### src/rtl/adc_ser_pkg.sv
package adc_ser_pkg;
  // straight binary passes the word through; two's complement flips the sign bit
  function automatic logic [11:0] fmt_word(input logic [11:0] w, input logic straight);
    return straight ? w : {~w[11], w[10:0]};
  endfunction
endpackage

### src/rtl/adc_ser_trig.sv
module adc_ser_trig (
  input  logic clk_i,
  input  logic rst_ni,
  input  logic cs_ni,
  input  logic rc_i,
  input  logic busy_ni,
  input  logic ext_mode_i,
  input  logic ext_clk_i,
  output logic conv_start_o,
  output logic read_start_o,
  output logic ext_rise_o
);
  logic conv_lvl, read_lvl;
  logic conv_q, read_q, eclk_q;

  assign conv_lvl = ~cs_ni & ~rc_i;
  assign read_lvl = ~cs_ni & rc_i;

  always_ff @(posedge clk_i or negedge rst_ni) begin
    if (!rst_ni) begin
      conv_q <= 1'b0;
      read_q <= 1'b0;
      eclk_q <= 1'b0;
    end else begin
      conv_q <= conv_lvl;
      read_q <= read_lvl;
      eclk_q <= ext_clk_i;
    end
  end

  assign conv_start_o = conv_lvl & ~conv_q & busy_ni;
  assign read_start_o = read_lvl & ~read_q & ext_mode_i;
  assign ext_rise_o   = ext_clk_i & ~eclk_q;
endmodule

### src/rtl/adc_ser_clkgen.sv
module adc_ser_clkgen #(
  parameter int HALF_DIV = 4
) (
  input  logic clk_i,
  input  logic rst_ni,
  input  logic run_i,
  input  logic restart_i,
  output logic tick_o,
  output logic dclk_o
);
  localparam int PERIOD = 2 * HALF_DIV;
  localparam int CW     = (PERIOD > 1) ? $clog2(PERIOD) : 1;
  localparam logic [CW-1:0] LAST = CW'(PERIOD - 1);
  localparam logic [CW-1:0] HALF = CW'(HALF_DIV);

  logic [CW-1:0] cnt_q;

  always_ff @(posedge clk_i or negedge rst_ni) begin
    if (!rst_ni)                 cnt_q <= '0;
    else if (restart_i || !run_i) cnt_q <= '0;
    else if (cnt_q == LAST)       cnt_q <= '0;
    else                          cnt_q <= cnt_q + 1'b1;
  end

  assign tick_o = run_i & ~restart_i & (cnt_q == LAST);
  assign dclk_o = run_i & (cnt_q >= HALF);
endmodule

### src/rtl/adc_ser_shreg.sv
module adc_ser_shreg #(
  parameter int W = 12
) (
  input  logic         clk_i,
  input  logic         rst_ni,
  input  logic         load_i,
  input  logic         load_ext_i,
  input  logic [W-1:0] word_i,
  input  logic         adv_i,
  input  logic         abort_i,
  output logic         active_o,
  output logic         sdata_o
);
  localparam int RW = $clog2(W + 2);
  localparam logic [RW-1:0] N_INT = RW'(W);
  localparam logic [RW-1:0] N_EXT = RW'(W + 1);

  logic [W:0]    sh_q;
  logic [RW-1:0] rem_q;
  logic          act_q;

  // external transfers carry a leading idle slot so the MSB waits for the first edge
  always_ff @(posedge clk_i or negedge rst_ni) begin
    if (!rst_ni) begin
      sh_q  <= '0;
      rem_q <= '0;
      act_q <= 1'b0;
    end else if (load_i) begin
      act_q <= 1'b1;
      sh_q  <= load_ext_i ? {1'b0, word_i} : {word_i, 1'b0};
      rem_q <= load_ext_i ? N_EXT : N_INT;
    end else if (abort_i) begin
      act_q <= 1'b0;
      sh_q  <= '0;
      rem_q <= '0;
    end else if (act_q && adv_i) begin
      if (rem_q == RW'(1)) begin
        act_q <= 1'b0;
        sh_q  <= '0;
        rem_q <= '0;
      end else begin
        sh_q  <= {sh_q[W-1:0], 1'b0};
        rem_q <= rem_q - 1'b1;
      end
    end
  end

  assign active_o = act_q;
  assign sdata_o  = act_q & sh_q[W];
endmodule

### src/rtl/adc_ser_shifter.sv
module adc_ser_shifter #(
  parameter int W        = 12,
  parameter int HALF_DIV = 4
) (
  input  logic         clk_i,
  input  logic         rst_ni,
  input  logic         ext_mode_i,
  input  logic         cs_ni,
  input  logic         rc_i,
  input  logic         busy_ni,
  input  logic         ext_clk_i,
  input  logic         straight_bin_i,
  input  logic [W-1:0] cur_word_i,
  input  logic [W-1:0] prev_word_i,
  output logic         sdata_o,
  output logic         dclk_o
);
  import adc_ser_pkg::*;

  logic conv_start, read_start, ext_rise;
  logic load, abort, active, tick, adv;
  logic [W-1:0] sel_word, fmt_w;

  adc_ser_trig i_trig (
    .clk_i, .rst_ni, .cs_ni, .rc_i, .busy_ni, .ext_mode_i, .ext_clk_i,
    .conv_start_o(conv_start),
    .read_start_o(read_start),
    .ext_rise_o  (ext_rise)
  );

  assign load  = (conv_start & ~ext_mode_i) | read_start;
  assign abort = conv_start & ext_mode_i;

  // internal mode always sends the prior result; external read picks by BUSY
  assign sel_word = (ext_mode_i && busy_ni) ? cur_word_i : prev_word_i;

  generate
    if (W == 12) begin : g_fmt12
      assign fmt_w = fmt_word(sel_word, straight_bin_i);
    end else begin : g_fmtw
      assign fmt_w = straight_bin_i ? sel_word : {~sel_word[W-1], sel_word[W-2:0]};
    end
  endgenerate

  adc_ser_clkgen #(.HALF_DIV(HALF_DIV)) i_clkgen (
    .clk_i, .rst_ni,
    .run_i    (active & ~ext_mode_i),
    .restart_i(load),
    .tick_o   (tick),
    .dclk_o   (dclk_o)
  );

  assign adv = ext_mode_i ? ext_rise : tick;

  adc_ser_shreg #(.W(W)) i_shreg (
    .clk_i, .rst_ni,
    .load_i    (load),
    .load_ext_i(ext_mode_i),
    .word_i    (fmt_w),
    .adv_i     (adv),
    .abort_i   (abort),
    .active_o  (active),
    .sdata_o   (sdata_o)
  );
endmodule

### config.mk
export PLATFORM = sky130hd
export DESIGN_NAME = adc_ser_shifter
export DESIGN_NICKNAME = d
export VERILOG_FILES = /design/src/rtl/adc_ser_pkg.sv /design/src/rtl/adc_ser_trig.sv /design/src/rtl/adc_ser_clkgen.sv /design/src/rtl/adc_ser_shreg.sv /design/src/rtl/adc_ser_shifter.sv
export SDC_FILE = /design/constraint.sdc
export NUM_CORES = 1
export LEC_CHECK = 0
export ABC_AREA = 1
export BUFFER_PORTS_ARGS = -buffer_cell sky130_fd_sc_hd__buf_4
export CORE_UTILIZATION = 45
export CTS_CLUSTER_DIAMETER = 120
export DETAILED_ROUTE_END_ITERATION = 10
export GPL_ROUTABILITY_DRIVEN = 0
export PLACE_DENSITY = 0.7
export SYNTH_ARGS = -nofsm -noshare
export SYNTH_HDL_FRONTEND = slang
export SYNTH_SLANG_ARGS = --single-unit
### constraint.sdc
create_clock -name clk_i -period 1.37 [get_ports clk_i]
set_clock_uncertainty 0.1 [all_clocks]
set_input_delay 0.2055 -clock clk_i [delete_from_list [all_inputs] [get_ports clk_i]]
set_output_delay 0.2055 -clock clk_i [all_outputs]
set_load 0.02 [all_outputs]
==> summary.md, run 1 <==
| Metric | Value |
|---|---|
| Outcome | finished, violations left |
| Failing checks | negative setup slack |
| Hold_sp | cur_word_i[0] |
| RR Startpoint | i_clkgen.cnt_q[0] |
| Fmax achieved | 663 MHz |
| R2R Path End | i_shreg.sh_q[11] |
| Die width | 61.6 um |
| Unrepaired setup endpoints after global routing | true |
| Io pins | 34 |
| Worst slack at placement | -0.132 ns |
| Die H | 61.6 um |
| GR Overflow Total | 0 |
| Nets@finish | 322 |
| CTS Root Cell | clkbuf_4 |
| Clock buffer depth | 2 |
| Register bit total from synthesis | 24 |
| Vias in the first global route | 1411 |
| Post-synth top flop | dfrtp_1 |
| R2R setup slack | -0.14 ns |
| Site Rows | 21 |
| Max FO, Critical Path | 10 |
| Antenna cells | 0 |
| H-tree Lvls | 1 |
| Total CTS buffers | 3 |
| Tmin final | 1.51 ns |
| Top post-synthesis cells by area | dfrtp_1 (38%), nand2_1 (18%), nand3_1 (11%) |
| Mapped Nets | 262 |
| Clock slew at reported path FFs | 0.14 ns |
| Setup TNS | -2.08 ns |
| Worst setup margin | -0.139 ns |
| Sequential-to-total area share from yosys stat | a little under two fifths |
| Yosys top cell area share | 37.6% |
| Synth Cell Area | 0.00160 mm2 |
| Initial antenna violation count | 0 |
| Synth cell types | 27 |
| Worst setup SP type | register |
| Routed vias/inst | 5.02 |
| Synth Instances | about 230 |
| Global-route wire length before repair | 6150 um |
| Final Max Slew Viols | 0 |
| Arrival time at the worst endpoint | around 1.7 ns |
| Core area | 0.00336 mm2 |
| Hold path cells | 3 |
| Post-DP Area | 0.00203 mm2 |
| I/O Buffers | 33 |
| 1st-pass router iterations | 4 |
| Commonest cells post-synth | nand2_1 (76), nand3_1 (35), dfrtp_1 (24), inv_1 (19), o21ai_0 (17) |
| Ys Warns | 0 |
| Final Hold Vio Count | 0 |
| Most common cell in the netlist | nand2_1 |
| Die area | ~0.0038 mm2 |
| Final period util | 110% |
| WS Path Type | reg2reg |
| Routed Antenna Nets | 0 |
| # fillers | 274 |
| Slew Limit Headroom | 78.2% |
| Largest net degree at the start of global routing | 25 |
| Static leakage | 1.25 nW |
| Total Power | 3.02 mW |
| Final setup violation count | 20 |
| # Max-Cap Violations | 0 |
| Mean Syn Cell Area | between 7 and 8 um2 |
| Least-Margin Pin Slew | 0.327 ns |
| Total Wirelength | 4330 um |
| Per-cell routed wire length | roughly 13 um |
| Peak VDD IR | between 900 and 1000 uV |
| Initial Util | 47.5% |
| Cell area after layout | 0.00235 mm2 |
| P per Cell Area | roughly 1300 mW/mm2 |
| DR DRC count | 0 |
| Post-synth ARST share | 100% |
| HPWL after DPL | approximately 2700 um |
| Initial drt markers | 131 |
| Layout area overhead | 47.3% |
| Worst Reg-to-Reg Cells | 8 |
| Worst Path Required | roughly 1.5 ns |
| Total track usage | between 20% and 30% |
| Hold Path Sink | i_shreg.sh_q[0] |
| Layout cells sized above 1 | a little under two fifths |
| Clock Latency Late Sink | between 0.3 and 0.4 ns |
| CP Capture Type | register |
| Final Util | 69.9% |
| CTS tree | yes |
| Sink Count | 24 |
| Synth area leader | dfrtp_1 |
| Min-Delay Path Class | in2reg |
| Routed vias | 1660 |
| Post-synth EDFFs | 0 |
## worst max-delay path by stage
stage	endpoint	start	slack, ns
global placement	i_shreg.sh_q[12]	i_clkgen.cnt_q[0]	-0.10
detailed placement	i_shreg.rem_q[3]	cs_ni	-0.13
finish	i_shreg.sh_q[11]	i_clkgen.cnt_q[0]	-0.14
floorplan	i_shreg.rem_q[0]	i_clkgen.cnt_q[0]	-0.03
global route	i_shreg.active_o	i_clkgen.cnt_q[1]	-0.20
CTS	dclk_o	i_shreg.active_o	-0.1
## placed cells by master, fill, tap and decap left out, types with 3 or more instances in the layout
master	n
dfrtp_1	24
nand3_1	28
nand2_4	4
inv_2	3
o21ai_0	16
buf_4	50
nand2_1	69
o21ai_2	3
o22ai_1	5
inv_1	17
dlygate4sd3_1	4
buf_6	6
clkbuf_4	3
nor2_1	9
nand2_2	8
nand3_2	7
## logic make-up (layout without fill, tap and decap cells)
family / Yosys count / in the layout / synth area share [%]
AND/OR/NAND/NOR: 136 / 138 / 38.5
flip-flops: 24 / 24 / 37.6
AO/OA/AOI/OAI: 28 / 28 / 10.3
buffers and inverters: 32 / 89 / 9.40
adder cells (fa/ha/maj): 4 / 4 / 3.13
XOR/XNOR: 2 / 2 / 1.10
## layer usage
metal,vias up,global-route usage (%),wire (um)
met5,-,0,0
met4,0,7.94,60
met3,9,4.62,205
met2,50,32.7,1980
met1,748,31.8,2080
li1,853,-,-
## metrics by stage
stage	std cells	hold slack (ns)
CTS	325	0.0743
global placement	315	0.0320
detailed placement	315	0.0271
global route	331	0.125
floorplan	226	-0.190
finish	331	0.107
## sequential cells by signal, summed over array words and instances, names as in the netlist
register	flops
i_trig.read_q	1
i_clkgen.cnt_q	3
i_shreg.active_o	1
i_trig.conv_q	1
i_shreg.sh_q	13
i_shreg.rem_q	4
i_trig.eclk_q	1
## power by group
part	internal, mW	switching [mW]	leakage [nW]
clock	0.163	0.230	0.0210
combinational	0.712	0.794	0.920
sequential	0.959	0.161	0.312
total	1.83	1.19	1.25
## worst max-delay path: stages, from the launching register on
cell and delay [ns]:
dfrtp_1 0.44, ha_4 0.18, ha_4 0.17, nand3_4 0.06
nand2_4 0.07, nand2_8 0.12, nand2_4 0.13, nand2_1 0.09
nand2_1 0.05
## timing repair
action	CTS	global route
hold endpoints to repair	27	0
buffers inserted	2	4
hold buffers	4	0
cloned	0	3
gates resized for setup	11	23
setup endpoints to repair	20	22
pin swaps	0	8
## final cells by class
class,count,area (um2),area share [%]
repair buffers,64,563,23.9
clock buffers,4,36.3,1.54
inverters,21,81.3,3.46
multi-input cells,172,1010,43.1
well taps,46,57.6,2.45
flip-flops and latches,24,601,25.5
No activity file was read; power rests on OpenSTA's default activity.
==> run 2: changes to the inputs <==
--- a/config.mk
+++ b/config.mk
@@ -8,10 +8,12 @@
 export ABC_AREA = 1
 export BUFFER_PORTS_ARGS = -buffer_cell sky130_fd_sc_hd__buf_4
 export CORE_UTILIZATION = 45
+export CTS_BUF_LIST = sky130_fd_sc_hd__clkbuf_16
 export CTS_CLUSTER_DIAMETER = 120
 export DETAILED_ROUTE_END_ITERATION = 10
 export GPL_ROUTABILITY_DRIVEN = 0
-export PLACE_DENSITY = 0.7
+export PLACE_DENSITY = 0.82
+export SETUP_SLACK_MARGIN = 0.4
 export SYNTH_ARGS = -nofsm -noshare
 export SYNTH_HDL_FRONTEND = slang
 export SYNTH_SLANG_ARGS = --single-unit
==> summary.md, run 2 (synthesis gave the netlist of run 1 again) <==
| Metric | Value |
|---|---|
| Most frequent cells in the layout | nand2_1 (68), buf_4 (54), nand3_1 (26), dfrtp_1 (23), o21ai_0 (16) |
| Min-Delay Path Class | in2reg |
| GR Overflow Total | 0 (unchanged) |
| GRT met1 Usage | 30.3% (-1.6 points) |
| DR DRC count | 0 (unchanged) |
| Worst setup SP type | register |
| Vias in the first global route | 1426 (+1.1%) |
| Routed vias | 1875 (+13%) |
| Slew Limit Headroom | 71.4% (-6.8 points) |
| Sink Count | 24 (unchanged) |
| Least-Margin Pin Slew | 0.428 ns (+0.101 ns) |
| Max FO, Critical Path | 6 (-4) |
| Final setup violation count | 19 (-5.0%) |
| GRT busiest layer | met2 |
| Site Rows | 21 (unchanged) |
| I/O Buffers | 33 (unchanged) |
| Largest net degree at the start of global routing | 25 (unchanged) |
| Routed Antenna Nets | 0 (unchanged) |
| Worst Path Required | 1.48 ns (-0.03 ns) |
| Clock slew at reported path FFs | 0.06 ns (-0.08 ns) |
| 1st-pass router iterations | 5 (+1) |
| Peak VDD IR | 911 uV (-6.8%) |
| Nets@finish | 325 (+0.93%) |
| Reg with most FFs | i_shreg.sh_q |
| Worst path slowest cell | dfrtp_1 |
| H-tree Lvls | 1 (unchanged) |
| Unrepaired setup endpoints after global routing | true |
| Fmax achieved | 629 MHz (-5.1%) |
| Tmin final | 1.59 ns (+0.0807 ns) |
| Most common cell after layout, fill and taps aside | nand2_1 |
| Failing checks | negative setup slack |
| Max FFs per register | 13 (unchanged) |
| Total CTS buffers | 3 (unchanged) |
| Final Max Slew Viols | 0 (unchanged) |
| Io pins | 34 (unchanged) |
| Clock buffer depth | 2 (unchanged) |
| Initial antenna violation count | 0 (unchanged) |
| Layout cells sized above 1 | 39.2% (+2.4 points) |
| Initial drt markers | 172 (+31%) |
| Core area | 0.00336 mm2 (unchanged) |
| Routed vias/inst | 5.61 (+12%) |
| Final period util | 116% (+5.9 points) |
| Antenna cells | 0 (unchanged) |
| Die area | 0.00379 mm2 (unchanged) |
| Outcome | finished, violations left |
| P per Cell Area | 1420 mW/mm2 (+11%) |
| Crit path cell chain | nor2_4, nand2_4, inv_2, nor2_4, buf_12, nand3_1, nand2_1, nand2_1, nand2_1 |
| Total Wirelength | 5410 um (+25%) |
| Static leakage | 1.30 nW (+3.6%) |
| Die width | 61.6 um (unchanged) |
| Final Hold Vio Count | 0 (unchanged) |
| Largest registers | i_shreg.sh_q x13, i_shreg.rem_q x4, i_clkgen.cnt_q x3 |
| Die H | 61.6 um (unchanged) |
| Per-cell routed wire length | 16.2 um (+24%) |
| Initial Util | 47.5% (unchanged) |
| CP Capture Type | register |
| Worst slack at placement | -0.135 ns (-0.00295 ns) |
| M3 GR Usage | 3.99% (-0.63 points) |
| Worst setup margin | -0.220 ns (-0.0807 ns) |
| WS Path Type | reg2reg |
| Clock Latency Late Sink | 0.26 ns (-0.07 ns) |
| # Max-Cap Violations | 0 (unchanged) |
| Crit path largest cell delay | 0.37 ns (-0.07 ns) |
| CTS tree | yes |
| Global-route wire length before repair | 6270 um (+1.9%) |
| HPWL after DPL | 2920 um (+6.4%) |
| Arrival time at the worst endpoint | 1.70 ns (+0.05 ns) |
| Setup TNS | -2.92 ns (-0.837 ns) |
| Crit-path most repeated cell | nand2_1 |
| M2 GR Usage | 36.9% (+4.1 points) |
| Total track usage | 23.0% (+0.94 points) |
| Layout area overhead | 54.3% |
| CTS Root Cell | clkbuf_16 |
-- run 2: power breakdown --
group          total [mW]  internal, mW  switching (mW)
logic                1.70         0.785           0.919
clock network       0.651         0.391           0.260
registers            1.15         0.964           0.185
total                3.50          2.14            1.36
-- run 2: through the flow --
stage	total power, mW	hold WS (ns)	std cells	instance area (um2)	util (%)
final	3.50	0.0611	334	2460	73.3
after global routing	3.72	0.0710	334	2460	73.3
after CTS	3.12	0.0544	325	2230	66.2
after detailed placement	2.41	0.0258	318	2080	61.9
after global placement	2.36	0.0277	318	2080	61.9
after floorplan	2.01	-0.190	226	1680	-
-- run 2: area by class of cell --
cell class | count | area [um2]
clock inverters | 1 | 3.75
repair buffers | 68 | 623
multi-input cells | 171 | 1020
inverters | 21 | 81.3
clock buffers | 3 | 75.1
well taps | 46 | 57.6
flip-flops and latches | 24 | 602
fillers | 228 | 900
-- run 2: path summary, 6_finish.rpt --
kind | slack [ns] | depth (start not counted) | start | end
min in group asynchronous | 0.29 | 2 | rst_ni | i_shreg.sh_q[10]
setup reg to reg | -0.22 | 9 | i_trig.conv_q | i_shreg.sh_q[9]
hold reg to reg | 0.42 | 2 | i_shreg.sh_q[8] | i_shreg.sh_q[8]
hold / removal | 0.06 | 2 | rc_i | i_trig.conv_q
max in group asynchronous | 0.62 | 2 | rst_ni | i_clkgen.cnt_q[0]
setup / recovery | -0.22 | 9 | i_trig.conv_q | i_shreg.sh_q[9]
-- run 2: per-layer routing --
| metal | vias to the layer above | wire (um) |
|---|---|---|
| met4 | 0 | 252 |
| met5 | - | 0 |
| met3 | 24 | 361 |
| li1 | 861 | - |
| met1 | 877 | 2180 |
| met2 | 113 | 2620 |
-- run 2: what timing repair did --
action / in CTS / in global routing
endpoints found under the hold margin: 25 / 0
hold buffers: 2 / 0
gates cloned: 0 / 4
pin swaps: 2 / 11
endpoints found under the setup margin: 23 / 23
gates resized for setup: 11 / 24
buffers inserted: 1 / 5
-- run 2: critical path: cells and delay by family (launching register included) --
kind	cells	cell delay, ns
buffers and inverters	2	0.24
flip-flops	1	0.37
AND/OR/NAND/NOR	7	0.82
==> run 3: changes to the inputs <==
--- a/config.mk
+++ b/config.mk
@@ -13,7 +13,7 @@
 export DETAILED_ROUTE_END_ITERATION = 10
 export GPL_ROUTABILITY_DRIVEN = 0
 export PLACE_DENSITY = 0.82
-export SETUP_SLACK_MARGIN = 0.4
+export SETUP_SLACK_MARGIN = 0.2
 export SYNTH_ARGS = -nofsm -noshare
 export SYNTH_HDL_FRONTEND = slang
 export SYNTH_SLANG_ARGS = --single-unit
==> summary.md, run 3 (synthesis gave the netlist of run 1 again) <==
| Metric | Value |
|---|---|
| Final Max Slew Viols | 0 (unchanged) |
| Slew Limit Headroom | 74.1% (+2.7 points) |
| CTS Root Cell | clkbuf_16 |
| Cell area after layout | 0.00250 mm2 (+1.6%) |
| Reg with most FFs | i_shreg.sh_q |
| Initial Util | 47.5% (unchanged) |
| R2R setup slack | -0.23 ns (about the same) |
| 1st-pass router iterations | 6 (+1) |
| Sequential Area | 601 um2 (-0.21%) |
| Cell Count, Final, Fillers Out | 333 (-0.30%) |
| Total track usage | 30.5% (+7.4 points) |
| Site Rows | 21 (unchanged) |
| Min-Delay Path Class | in2reg |
| H-tree Lvls | 1 (unchanged) |
| Total Power | 3.66 mW (+4.5%) |
| Final Hold Vio Count | 0 (unchanged) |
| Sink Count | 24 (unchanged) |
| Vias in the first global route | 1717 (+20%) |
| Unrepaired setup endpoints after global routing | true |
| CTS tree | yes |
| Most common cell after layout, fill and taps aside | nand2_1 |
| Layout area overhead | 56.7% |
| Area occupied by multi-input gates | 0.00109 mm2 (+6.6%) |
| Final setup violation count | 19 (unchanged) |
| Routed Antenna Nets | 0 (unchanged) |
| Largest net degree at the start of global routing | 25 (unchanged) |
| Initial antenna violation count | 1 (+1) |
| Nets@finish | 324 (-0.31%) |
| WS Path Type | reg2reg |
| Peak VDD IR | 904 uV (-0.82%) |
| Largest registers | i_shreg.sh_q x13, i_shreg.rem_q x4, i_clkgen.cnt_q x3 |
| Core area | 0.00336 mm2 (unchanged) |
| Final Util | 74.4% (+1.2 points) |
| Final period util | 117% (+0.66 points) |
| Max FFs per register | 13 (unchanged) |
| Clock Latency Late Sink | 0.27 ns (about the same) |
| Total Wirelength | 7000 um (+29%) |
| Static leakage | 1.31 nW (+0.71%) |
| # Max-Cap Violations | 0 (unchanged) |
| DR DRC count | 0 (unchanged) |
| Arrival time at the worst endpoint | 1.69 ns (about the same) |
| P per Cell Area | 1460 mW/mm2 (+2.9%) |
| Failing checks | negative setup slack |
| Setup TNS | -2.77 ns (+0.143 ns) |
| Initial drt markers | 441 (+160%) |
| Routed vias | 2136 (+14%) |
| Max FO, Critical Path | 6 (unchanged) |
| Layout cells sized above 1 | 42.3% (+3.1 points) |
| Die area | 0.00379 mm2 (unchanged) |
| Most frequent cells in the layout | nand2_1 (64), buf_4 (49), dfrtp_1 (24), nand3_1 (21) |
| Routed vias/inst | 6.41 (+14%) |
| I/O Buffers | 33 (unchanged) |
| Clock slew at reported path FFs | 0.06 ns (about the same) |
| Worst setup SP type | register |
| Outcome | finished, violations left |
| Placed Instances | 316 (-0.63%) |
| Total CTS buffers | 3 (unchanged) |
| CP Capture Type | register |
| Post-DP Area | 0.00205 mm2 (-1.6%) |
| Die width | 61.6 um (unchanged) |
| Fmax achieved | 625 MHz (-0.56%) |
| GR Overflow Total | 0 (unchanged) |
| Least-Margin Pin Slew | 0.387 ns (-0.0405 ns) |
| Per-cell routed wire length | 21.0 um (+30%) |
| Tmin final | 1.60 ns (+0.00900 ns) |
| Io pins | 34 (unchanged) |
| Die H | 61.6 um (unchanged) |
| Worst setup margin | -0.229 ns (-0.00901 ns) |
| Clock buffer depth | 2 (unchanged) |
| Global-route wire length before repair | 8110 um (+30%) |
| HPWL after DPL | 2840 um (-3.0%) |
| # fillers | 203 (-11%) |
| Worst Path Required | 1.47 ns (about the same) |
==> run 3: cell count changes in the layout (fill, tap and decap cells not counted), moves of 2 or more <==
cell	before	now
buf_4	54	49
buf_6	6	11
nand2_1	68	64
nand2_2	8	11
nand2_4	3	5
nand3_1	26	21
nand3_2	10	13
nand3_4	0	2
==> run 3: report_power, final <==
group	internal (mW)	switching (mW)	total, mW	leakage, nW
logic	0.775	1.07	1.84	0.958
clock network	0.388	0.267	0.655	0.0370
registers	0.963	0.204	1.17	0.312
total	2.13	1.54	3.66	1.31
==> run 3: final cells by class <==
class                           instances  area share [%]
Antenna cell                            1           0.100
Clock buffer                            3            3.00
Inverter                               21            3.25
Multi-Input combinational cell        172            43.5
Sequential cell                        24            24.0
Tap cell                               46            2.30
Timing Repair Buffer                   66            23.8
==> run 3: per-layer routing <==
| metal | vias up | share of wire (%) | global-route usage [%] |
|---|---|---|---|
| met2 | 230 | 44 | 47.6 |
| met1 | 973 | 36 | 36.7 |
| li1 | 859 | - | - |
| met3 | 74 | 12 | 6.30 |
| met5 | - | 0 | 0 |
| met4 | 0 | 8.4 | 23.2 |
==> run 3: final timing paths <==
kind | from | end | cells past startpoint
worst max-delay path | i_trig.conv_q | i_shreg.sh_q[1] | 9
worst min-delay path | rc_i | i_trig.conv_q | 2
worst max register to register | i_trig.conv_q | i_shreg.sh_q[1] | 9
worst min register to register | i_clkgen.cnt_q[0] | i_clkgen.cnt_q[0] | 1
max in group asynchronous | rst_ni | i_shreg.sh_q[2] | 2
min in group asynchronous | rst_ni | i_shreg.sh_q[0] | 2
==> run 3: repair_timing <==
action | 4_1_cts | 5_1_grt
setup endpoints to repair | 22 | 23
gates resized for setup | 36 | 21
hold endpoints to repair | 25 | 0
cloned | 3 | 2
hold buffers | 2 | 0
setup buffers | 4 | 2
pin swaps | 12 | 21
==> run 3: critical path, stage by stage, from the launching register on <==
cell     delay [ns]
dfrtp_1        0.38
nor2_4         0.05
nand2_4        0.10
inv_4          0.05
nor2_4         0.31
buf_12         0.18
nand3_1        0.08
nand2_1        0.09
nand2_1        0.08
nand2_1        0.10
==> run 3: per-stage QoR <==
step / hold WS (ns) / setup WS [ns]
6_report: 0.0612 / -0.229
3_5_place_dp: 0.0269 / -0.154
4_1_cts: 0.0540 / -0.0798
5_1_grt: 0.0654 / -0.284
3_3_place_gp: 0.0272 / -0.0983
2_1_floorplan: -0.190 / -0.0253
